==> src/rtl/rseq_pkg.sv <==
package rseq_pkg;

  typedef enum logic [1:0] {
    ST_IDLE = 2'd0,
    ST_PS1  = 2'd1,
    ST_PS2  = 2'd2,
    ST_RDY  = 2'd3
  } seq_state_e;

  // Power-good vector bit positions
  localparam int PG_W       = 7;
  localparam int PG_CORE_A  = 0;
  localparam int PG_CORE_B  = 1;
  localparam int PG_AUX4V   = 2;
  localparam int PG_1V8     = 3;
  localparam int PG_3V3M    = 4;
  localparam int PG_VADJ    = 5;
  localparam int PG_1V5     = 6;

  // Groups gating each step of the ladder
  localparam logic [PG_W-1:0] GRP_BASE  = 7'b0000111;
  localparam logic [PG_W-1:0] GRP_RAILS = 7'b0111000;
  localparam logic [PG_W-1:0] GRP_LATE  = 7'b1000000;

  // Rails that must stay good while sitting in a given state
  function automatic logic [PG_W-1:0] held_mask(input seq_state_e st);
    case (st)
      ST_PS1:  held_mask = GRP_BASE;
      ST_PS2:  held_mask = GRP_BASE | GRP_RAILS;
      ST_RDY:  held_mask = GRP_BASE | GRP_RAILS | GRP_LATE;
      default: held_mask = '0;
    endcase
  endfunction

endpackage

==> src/rtl/rseq_sync.sv <==
module rseq_sync #(
  parameter int WIDTH  = 1,
  parameter int STAGES = 2
) (
  input  logic             clk,
  input  logic             rst,
  input  logic [WIDTH-1:0] d,
  output logic [WIDTH-1:0] q
);

  logic [STAGES-1:0][WIDTH-1:0] chain;

  always_ff @(posedge clk) begin
    if (rst) chain[0] <= '0;
    else     chain[0] <= d;
  end

  for (genvar s = 1; s < STAGES; s++) begin : g_stage
    always_ff @(posedge clk) begin
      if (rst) chain[s] <= '0;
      else     chain[s] <= chain[s-1];
    end
  end

  assign q = chain[STAGES-1];

endmodule

==> src/rtl/rseq_debounce.sv <==
module rseq_debounce #(
  parameter int CYCLES = 2_000_000
) (
  input  logic clk,
  input  logic rst,
  input  logic din,
  output logic dout
);

  localparam int CW = (CYCLES < 2) ? 1 : $clog2(CYCLES);
  localparam logic [CW-1:0] LAST = CW'(CYCLES - 1);

  logic [CW-1:0] run_cnt;
  logic          level_q;

  always_ff @(posedge clk) begin
    if (rst) begin
      run_cnt <= '0;
      level_q <= 1'b0;
    end else if (din == level_q) begin
      run_cnt <= '0;
    end else if (run_cnt == LAST) begin
      run_cnt <= '0;
      level_q <= din;
    end else begin
      run_cnt <= run_cnt + 1'b1;
    end
  end

  assign dout = level_q;

endmodule

==> src/rtl/rseq_fsm.sv <==
module rseq_fsm
  import rseq_pkg::*;
(
  input  logic            clk,
  input  logic            rst,
  input  logic [PG_W-1:0] pg,
  input  logic            btn_level,
  output logic            rails_en,
  output logic            pcie_rst_n,
  output logic            clk_en,
  output logic            prog_n,
  output seq_state_e      state
);

  seq_state_e state_q, state_d;
  logic       held_ok;

  assign held_ok = ((pg & held_mask(state_q)) == held_mask(state_q));

  always_comb begin
    state_d = state_q;
    if (!held_ok) begin
      state_d = ST_IDLE;
    end else begin
      case (state_q)
        ST_IDLE: if ((pg & GRP_BASE)  == GRP_BASE)  state_d = ST_PS1;
        ST_PS1:  if ((pg & GRP_RAILS) == GRP_RAILS) state_d = ST_PS2;
        ST_PS2:  if ((pg & GRP_LATE)  == GRP_LATE)  state_d = ST_RDY;
        default: state_d = state_q;
      endcase
    end
  end

  always_ff @(posedge clk) begin
    if (rst) begin
      state_q    <= ST_IDLE;
      rails_en   <= 1'b0;
      pcie_rst_n <= 1'b0;
      clk_en     <= 1'b0;
      prog_n     <= 1'b1;
    end else begin
      state_q    <= state_d;
      rails_en   <= (state_d != ST_IDLE);
      pcie_rst_n <= (state_d == ST_RDY);
      clk_en     <= (state_d == ST_RDY);
      prog_n     <= (state_d == ST_RDY) ? ~btn_level : 1'b1;
    end
  end

  assign state = state_q;

endmodule

==> src/rtl/rail_sequencer.sv <==
module rail_sequencer
  import rseq_pkg::*;
#(
  parameter int          SYNC_STAGES     = 2,
  parameter int          DEBOUNCE_CYCLES = 2_000_000,
  parameter logic [2:0]  VADJ_CODE       = 3'b011
) (
  input  logic       clk,
  input  logic       rst,
  input  logic       pg_core_a,
  input  logic       pg_core_b,
  input  logic       pg_aux4v,
  input  logic       pg_1v8,
  input  logic       pg_3v3m,
  input  logic       pg_vadj,
  input  logic       pg_1v5,
  input  logic       btn,
  output logic       en_1v8,
  output logic       en_3v3m,
  output logic       en_vadj,
  output logic [2:0] vadj_sel,
  output logic       pcie_rst_n,
  output logic       clk200_en,
  output logic       prog_n,
  output logic [1:0] state_o
);

  localparam int IN_W = PG_W + 1;

  logic [IN_W-1:0] raw_in, sync_in;
  logic            btn_level;
  logic            rails_en;
  seq_state_e      state;

  always_comb begin
    raw_in            = '0;
    raw_in[PG_CORE_A] = pg_core_a;
    raw_in[PG_CORE_B] = pg_core_b;
    raw_in[PG_AUX4V]  = pg_aux4v;
    raw_in[PG_1V8]    = pg_1v8;
    raw_in[PG_3V3M]   = pg_3v3m;
    raw_in[PG_VADJ]   = pg_vadj;
    raw_in[PG_1V5]    = pg_1v5;
    raw_in[PG_W]      = btn;
  end

  rseq_sync #(.WIDTH(IN_W), .STAGES(SYNC_STAGES)) u_sync (
    .clk (clk),
    .rst (rst),
    .d   (raw_in),
    .q   (sync_in)
  );

  rseq_debounce #(.CYCLES(DEBOUNCE_CYCLES)) u_db (
    .clk  (clk),
    .rst  (rst),
    .din  (sync_in[PG_W]),
    .dout (btn_level)
  );

  rseq_fsm u_fsm (
    .clk        (clk),
    .rst        (rst),
    .pg         (sync_in[PG_W-1:0]),
    .btn_level  (btn_level),
    .rails_en   (rails_en),
    .pcie_rst_n (pcie_rst_n),
    .clk_en     (clk200_en),
    .prog_n     (prog_n),
    .state      (state)
  );

  always_ff @(posedge clk) begin
    if (rst) vadj_sel <= VADJ_CODE;
    else     vadj_sel <= VADJ_CODE;
  end

  assign en_1v8  = rails_en;
  assign en_3v3m = rails_en;
  assign en_vadj = rails_en;
  assign state_o = state;

endmodule

==> config.mk <==
export PLATFORM = sky130hd
export DESIGN_NAME = rail_sequencer
export DESIGN_NICKNAME = d
export VERILOG_FILES = /design/src/rtl/rseq_pkg.sv /design/src/rtl/rseq_sync.sv /design/src/rtl/rseq_debounce.sv /design/src/rtl/rseq_fsm.sv /design/src/rtl/rail_sequencer.sv
export SDC_FILE = /design/constraint.sdc
export NUM_CORES = 1
export LEC_CHECK = 0
export BUFFER_PORTS_ARGS = -buffer_cell sky130_fd_sc_hd__buf_4
export CAP_MARGIN = 20
export CORE_MARGIN = 5
export CORE_UTILIZATION = 40
export CTS_CLUSTER_SIZE = 16
export DETAILED_ROUTE_END_ITERATION = 6
export HOLD_SLACK_MARGIN = 0.06
export PLACE_DENSITY_LB_ADDON = 0.15
export SETUP_SLACK_MARGIN = 0.05
export SLEW_MARGIN = 20
export SYNTH_ARGS = -nofsm -noshare
export SYNTH_HDL_FRONTEND = slang
export SYNTH_HIERARCHICAL = 1
export SYNTH_SLANG_ARGS = --single-unit
==> constraint.sdc <==
create_clock -name clk -period 2.2 [get_ports clk]
set_input_delay 0.66 -clock clk [delete_from_list [all_inputs] [get_ports clk]]
set_output_delay 0.66 -clock clk [all_outputs]
set_load 0.03 [all_outputs]
* After elaboration in Yosys (flattened, before gate mapping)
Cells that the tools add are included.
W data, S select, Z words.
** Word-level totals
- Word-level logic and storage cells :: 33
- Bits of input ports :: 10
- Output and inout bits :: 11
- Bits in registers :: 43
** Operators by class
- Equality and inequality tests :: 9
- Multiplexer cells :: 6
- Add/sub/neg operators :: 1
- Reduce and logical (&&, ||, !) cells :: 5
- Bitwise gates (word level) :: 4
** Operator list (count)
- $add A21 B1 Y21 const B :: 1
- $eq A21 B21 Y1 const B :: 1
- $pmux W7 S3 :: 1
- $mux W2 :: 4
- $and A7 B7 Y7 :: 1
- $eq A7 B7 Y1 :: 1
- $eq A2 B2 Y1 const B :: 3
- $eq A3 B3 Y1 const B :: 2
- $pmux W2 S3 :: 1
- $not A1 Y1 :: 3
- $reduce_or A3 Y1 :: 1
- $eq A2 B1 Y1 const B :: 1
- $logic_not A2 Y1 :: 1
- $reduce_and A2 Y1 :: 1
- $reduce_bool A2 Y1 :: 1
- $reduce_or A2 Y1 :: 1
- $eq A1 B1 Y1 :: 1

* Logic depth before layout (Yosys ltp)
Gate-level depths: netlist of the first run.
- Depth after elaboration :: 8
- Mapped depth :: 7
- Mapped depth without buffers :: 5

* Modules after synthesis
The synthesis of the first run kept the hierarchy.
** Modules (own cells, without submodules)
- rseq_debounce :: cells each 114, area an instance 1036.0 um2, sequential area each 440.4 um2, instances 1
- rseq_sync :: cells each 41, area an instance 524.3 um2, sequential area each 320.3 um2, instances 1
- rseq_fsm :: cells each 21, area an instance 216.5 um2, sequential area each 100.1 um2, instances 1
- rail_sequencer :: cells each 7, area an instance 45.0 um2, sequential area each 0.0 um2, instances 1

* Least setup slack after synthesis of the first run
OpenSTA, ideal clock, no wires.
- Path type :: register to register
- Start point :: reg u_db.run_cnt[0]
- End point :: reg u_db.run_cnt[20]
- Data arrival time :: 1.527 ns
- Buffers on the path :: 1
- Period minus slack after synthesis :: 1.596 ns
- Required time :: 2.130 ns
- Cell stages (with the launch flop) :: 7
- Path slack :: 0.604 ns
- Library setup time :: 0.070 ns
- Path through :: dfxtp_1 ha_1 and4_1 buf_4 nand4_2 or4_1 a21oi_1
** Between the ends
- Longest elaborated chain between the ends :: 2
- Elaborated cells between the ends (all ways) :: 3
- Those cells by class :: add/sub: 1; eq/ne: 1; reduce/logical: 1
** RTL lines
- start, declared :: line rseq_debounce.sv:13 : logic [CW-1:0] run_cnt;
- start signal, assigned :: line rseq_debounce.sv:26 : run_cnt <= run_cnt + 1'b1;
- parallel branches: the longest is 2 deep, another holds $add A21 B1 Y21
Parallel ways; which one is timed is not known.
A chain may end at the register's enable or synchronous reset.

* Final worst setup path of the first run
Same ends and word-level chain as after synthesis.

==> run summary, run 1 <==
R2R setup slack: 0.39 ns
Clk sink count: 43
Via Count: 1201
CTS Buf Count: 5
Pleak: 0.781 nW
DRC viols: 0
FF+latch count, synth: 43
Clk Latency, worst-skew pair: 0.28 ns
Most numerous cell in the Yosys netlist: dfxtp_1
Max VDD drop: 0.364 mV
Fillers: 430
Largest fanout on the critical path: 8
Fmax achieved: 551 MHz
Die height: 77.5 um
Synth top area cells: dfxtp_1, buf_4, xor2_1
Hold Startpoint: u_db/dout
ANT nets after route: 0
Cell taking the most area after synthesis: dfxtp_1
GR Overflow Total: 0
Reg2Reg Depth: 5
RSZ-0062 raised after global routing: no
Largest net degree at the start of global routing: 21
Worst-path clk slew: 0.08 ns
Vias in the first global route: 1173
Crit path arrival time: 2.03 ns
Mapped Cells: 183
Site row count: 24
EDFF count, synth: 0
CP required: 2.41 ns
Worst slack, placed: 0.409 ns
CTS tree: done
Setup bufs post-CTS: 0
Core area: 4380 sq um
I/O pin count: 21
Final min period: 1.81 ns
CTS-repair resized insts: 0
Final-stage net count: 203
First-pass GRT wire length: 5.02 mm
Routed wire length: 2.86 mm
Vias per inst: 4.90
Area occupied by registers: 861 sq um
Sequential area share after synthesis: 47.3%
Final WS setup: 0.385 ns
Die area: 6000 sq um
Initial Utilization: 41.6%
Final Skew: 0.00363 ns
Yosys warns: 6
Max-slew violations: 0
Worst Hold Path Cells: 1
GPL Wtd Cong: 0.766
Area delta synth->final: 10.2%
Die X: 77.5 um
Layout cell share with drive strength beyond 1: 26.4%
Final setup fails: 0
CTS HTree Levels: 2
DR pass1 iterations: 4
Longest Clk Path Bufs: 2
Area of the multi-input gates: 807 sq um
Hold bufs inserted after CTS: 0
R2R Path Start: u_db/run_cnt[0]
Post-layout util: 45.8%
Setup_tns: 0 ns
Hpwl dp: 2.11 mm
Kind of end point of the critical path: flip-flop
Share of the synthesized area in the top cell type: 47.3%
Clk root buf: clkbuf_8
Reg2reg end: u_db/run_cnt[20]
Setup crit start kind: flip-flop
Netlist cell types: 42
Most frequent cells after synthesis: dfxtp_1, buf_4, nor2_1
Post-synth top flop: dfxtp_1
Async set-reset flop share out of synthesis: 0%
Mapped Area: 1820 sq um
GRT Total Usage: 9.97%
1st-iter DRT viols: 41
Final hold viol count: 0
Max-Cap Viols: 0
WS Path Type: flip-flop to flip-flop
Status: complete, no violations
Initial antenna violation count: 0
Final Cycle Share: 82.5%
Port Buffers: 17
N_diodes: 0
Pwr dens: 717 nW/um^2
Hold Path Sink: u_fsm/prog_n
Worst hold path class: flip-flop to flip-flop
Syn avg cell area: 9.95 sq um
Post-DR wirelength/cell: 11.7 um
## routing by layer
metal	up-vias	global-route usage, %	wire length, um
li1	632	-	-
met1	549	12.5	1370
met2	18	16.2	1370
met3	2	3.24	113
met4	0	3.09	8
met5	-	0	0
## layout by cell type, fill, tap and decap left out, types with 6 or more instances in the layout
cell	count
nand2_1	6
dfxtp_1	43
and2b_2	6
nor2b_2	7
a21oi_1	7
buf_4	19
nand3_1	8
nor2_1	16
o21ai_0	6
xor2_1	9
## worst max-delay path by stage
stage | start | to | slack, ns
2_1_floorplan | u_db/run_cnt[0] | u_db/run_cnt[20] | 0.60
3_3_place_gp | u_db/run_cnt[0] | u_db/run_cnt[20] | 0.51
3_5_place_dp | u_db/run_cnt[0] | u_db/run_cnt[20] | 0.41
4_1_cts | u_db/run_cnt[0] | u_db/run_cnt[20] | 0.38
5_1_grt | u_db/run_cnt[0] | u_db/run_cnt[20] | 0.27
6_report | u_db/run_cnt[0] | u_db/run_cnt[20] | 0.39
## state kept, by name, indices dropped and copies added (netlist names)
register and count:
u_db/dout 1, u_db/run_cnt 21, u_fsm/clk_en 1, u_fsm/prog_n 1, u_fsm/rails_en 1, u_fsm/state 2
u_sync/chain 8, u_sync/q 8
## per-stage QoR
stage | total power, mW | instance area, sq um | std cells | hold WS (ns)
finish | 1.44 | 2010 | 245 | 0.428
global route | 1.50 | 2010 | 245 | 0.460
CTS | 1.47 | 2010 | 245 | 0.431
detailed placement | 0.862 | 1890 | 237 | 0.412
global placement | 0.860 | 1890 | 237 | 0.410
floorplan | 0.857 | 1830 | 184 | 0.384
## area by class of cell
cell class	count	share of cell area (%)
inverter	5	0.935
sequential	43	42.9
timing repair buffer	19	7.11
clock inverter	3	2.18
tap	52	3.24
multi-input combinational	118	40.2
clock buffer	5	3.43
## power by group
group / switching (mW) / internal (mW) / total (mW) / leakage (nW)
Sequential: 0.00653 / 0.792 / 0.798 / 0.350
Combinational: 0.0207 / 0.0239 / 0.0446 / 0.373
Clock: 0.259 / 0.338 / 0.597 / 0.0581
## worst max-delay path, cell delays in order, from the launching register on
cell	delay, ns
dfxtp_1	0.40
ha_1	0.23
and4_1	0.33
nand4_2	0.20
or4_1	0.43
a21oi_1	0.16
## kinds of logic after synthesis
logic type / Yosys count / synth area share [%]
and+or+nand+nor: 79 / 29.5
AOI/OAI and AO/OA: 22 / 7.21
adders and majority gates: 1 / 0.687
buffers and inverters: 23 / 8.65
other: 2 / 0.412
DFF: 43 / 47.3
xor gates and xnor gates: 13 / 6.25
Note: power is estimated with default switching activity, not from simulation.
==> run 2: changes to the inputs <==
==> constraint.sdc (replaced) <==
create_clock -name clk -period 1.9 [get_ports clk]
set_input_delay 0.57 -clock clk [delete_from_list [all_inputs] [get_ports clk]]
set_output_delay 0.57 -clock clk [all_outputs]
set_load 0.03 [all_outputs]
==> run 2 against run 1 <==
Setup slack got worse by 0.20 ns; largest cell class unchanged; utilization grew 0.34 points; critical path type unchanged; maximum frequency grew 5.6%; highest routed layer unchanged; sequential power is 16% higher; register-to-register slack got worse by 0.20 ns; clock skew increased by 0.0050 ns; routed wire length increased by 1.6%.
==> run summary, run 2 (synthesis gave the netlist of run 1 again) <==
ANT nets after route: 0 (unchanged)
Initial antenna violation count: 0 (unchanged)
Worst-path clk slew: 0.09 ns (about the same)
First-pass GRT wire length: 5.13 mm (+2.2%)
Pleak: 0.780 nW (-0.20%)
DRC viols: 0 (unchanged)
Max-slew violations: 0 (unchanged)
CP delay by family, top: simple AND/OR/NAND/NOR gates
Setup_tns: 0 ns (unchanged)
CTS-repair resized insts: 0 (unchanged)
Fillers: 423 (-1.6%)
RSZ-0062 raised after global routing: no
Max VDD drop: 0.533 mV (+46%)
Hold bufs inserted after CTS: 0 (unchanged)
Core area: 4380 sq um (unchanged)
Largest net degree at the start of global routing: 21 (unchanged)
Placed Area: 1900 sq um (+0.40%)
WS Path Type: flip-flop to flip-flop
Port Buffers: 17 (unchanged)
Commonest cells after routing, fill and taps aside: dfxtp_1, buf_4, nor2_1
Met2 wire length: 1.35 mm (-1.4%)
Largest fanout on the critical path: 8 (unchanged)
Vias in the first global route: 1172 (-0.085%)
Final-stage net count: 204 (+0.49%)
CP bufs+invs: 0 (unchanged)
Clk Latency, worst-skew pair: 0.30 ns (+0.02 ns)
Setup crit start kind: flip-flop
Critical Path Slowest Stage Cell: or4_1
Final Skew: 0.00867 ns (+0.00504 ns)
Longest Clk Path Bufs: 2 (unchanged)
Routed wl met3: 126 um (+12%)
Fmax achieved: 582 MHz (+5.6%)
Crit path arrival time: 1.94 ns (-0.09 ns)
Die X: 77.5 um (unchanged)
Top sig layer: met4
1st-iter DRT viols: 53 (+29%)
Via Count: 1193 (-0.67%)
Initial Utilization: 41.6% (unchanged)
CTS tree: done
Routed wire length: 2.91 mm (+1.6%)
CP required: 2.13 ns (-0.28 ns)
Layout cell share with drive strength beyond 1: 27.8% (+1.4 points)
Crit-path max cell delay: 0.43 ns (about the same)
DR pass1 iterations: 4 (unchanged)
Vias per inst: 4.85 (-1.1%)
Final hold viol count: 0 (unchanged)
Pwr dens: 838 nW/um^2 (+17%)
Final WS setup: 0.181 ns (-0.204 ns)
Crit path cell chain: ha_2, and4_4, nand4_2, or4_1, a21oi_1
Final min period: 1.72 ns (-0.0958 ns)
Die height: 77.5 um (unchanged)
PnR Total Power: 1.69 mW (+18%)
GR Overflow Total: 0 (unchanged)
I/O pin count: 21 (unchanged)
Fin area: 2020 sq um (+0.75%)
Site row count: 24 (unchanged)
Hpwl dp: 2.13 mm (+0.84%)
GPL Wtd Cong: 0.768 (+0.29%)
Setup bufs post-CTS: 0 (unchanged)
Final setup fails: 0 (unchanged)
Status: complete, no violations
Top reg by flops: u_db/run_cnt
CTS Buf Count: 5 (unchanged)
Post-DR wirelength/cell: 11.8 um (+1.2%)
Die area: 6000 sq um (unchanged)
Clk sink count: 43 (unchanged)
N_diodes: 0 (unchanged)
WHS: 0.442 ns (+0.0139 ns)
Area delta synth->final: 11.0%
Kind of end point of the critical path: flip-flop
Worst hold path class: flip-flop to flip-flop
Largest register FFs: 21 (unchanged)
Worst slack, placed: 0.110 ns (-0.299 ns)
Max-Cap Viols: 0 (unchanged)
GRT Total Usage: 10.6% (+0.65 points)
Final Cycle Share: 90.5% (+8.0 points)
Wire length on met1: 1.38 mm (+0.66%)
CTS HTree Levels: 2 (unchanged)
Commonest non-fill, non-tap cell in the layout: dfxtp_1
Clk root buf: clkbuf_8
-- run 2: cell count changes in the layout (fill, tap and decap cells not counted) --
cell	change
ha_1	-1
ha_2	+1
and4_1	-1
and4_4	+1
inv_6	+1
clkinv_4	-1
clkinvlp_4	+1
clkinv_2	-1
buf_4	+1
-- run 2: worst paths after layout --
kind              slack, ns  cells after the start            start                to
setup / recovery       0.18                      5  u_db/run_cnt[0]  u_db/run_cnt[20]
hold reg to reg        0.44                      1  u_sync/chain[4]       u_sync/q[4]
setup reg to reg       0.18                      5  u_db/run_cnt[0]  u_db/run_cnt[20]
hold / removal         0.44                      1  u_sync/chain[4]       u_sync/q[4]
-- run 2: routing by layer --
layer  GRT usage, %  vias to the layer above
met1           13.2                      542
li1               -                      626
met2           16.0                       20
met3           3.47                        5
met5              0                        -
met4           6.19                        0
-- run 2: final cells by class --
| type | instances | area [sq um] | area share (%) |
|---|---|---|---|
| Sequential cell | 43 | 861 | 42.6 |
| Multi-Input combinational cell | 118 | 812 | 40.2 |
| Timing Repair Buffer | 20 | 150 | 7.43 |
| Clock buffer | 5 | 68.8 | 3.40 |
| Tap cell | 52 | 65.1 | 3.22 |
| Clock inverter | 3 | 46.3 | 2.29 |
| Inverter | 5 | 18.8 | 0.928 |
-- run 2: stage by stage --
stage	cells	util (%)
2_1_floorplan	184	-
3_3_place_gp	238	43.4
3_5_place_dp	238	43.4
4_1_cts	246	46.0
5_1_grt	246	46.1
6_report	246	46.1
-- run 2: report_power, final --
group	total (mW)	internal, mW	leakage [nW]	switching, mW
registers	0.924	0.917	0.350	0.00730
logic	0.0516	0.0277	0.375	0.0239
clock network	0.718	0.396	0.0548	0.323
total	1.69	1.34	0.780	0.354
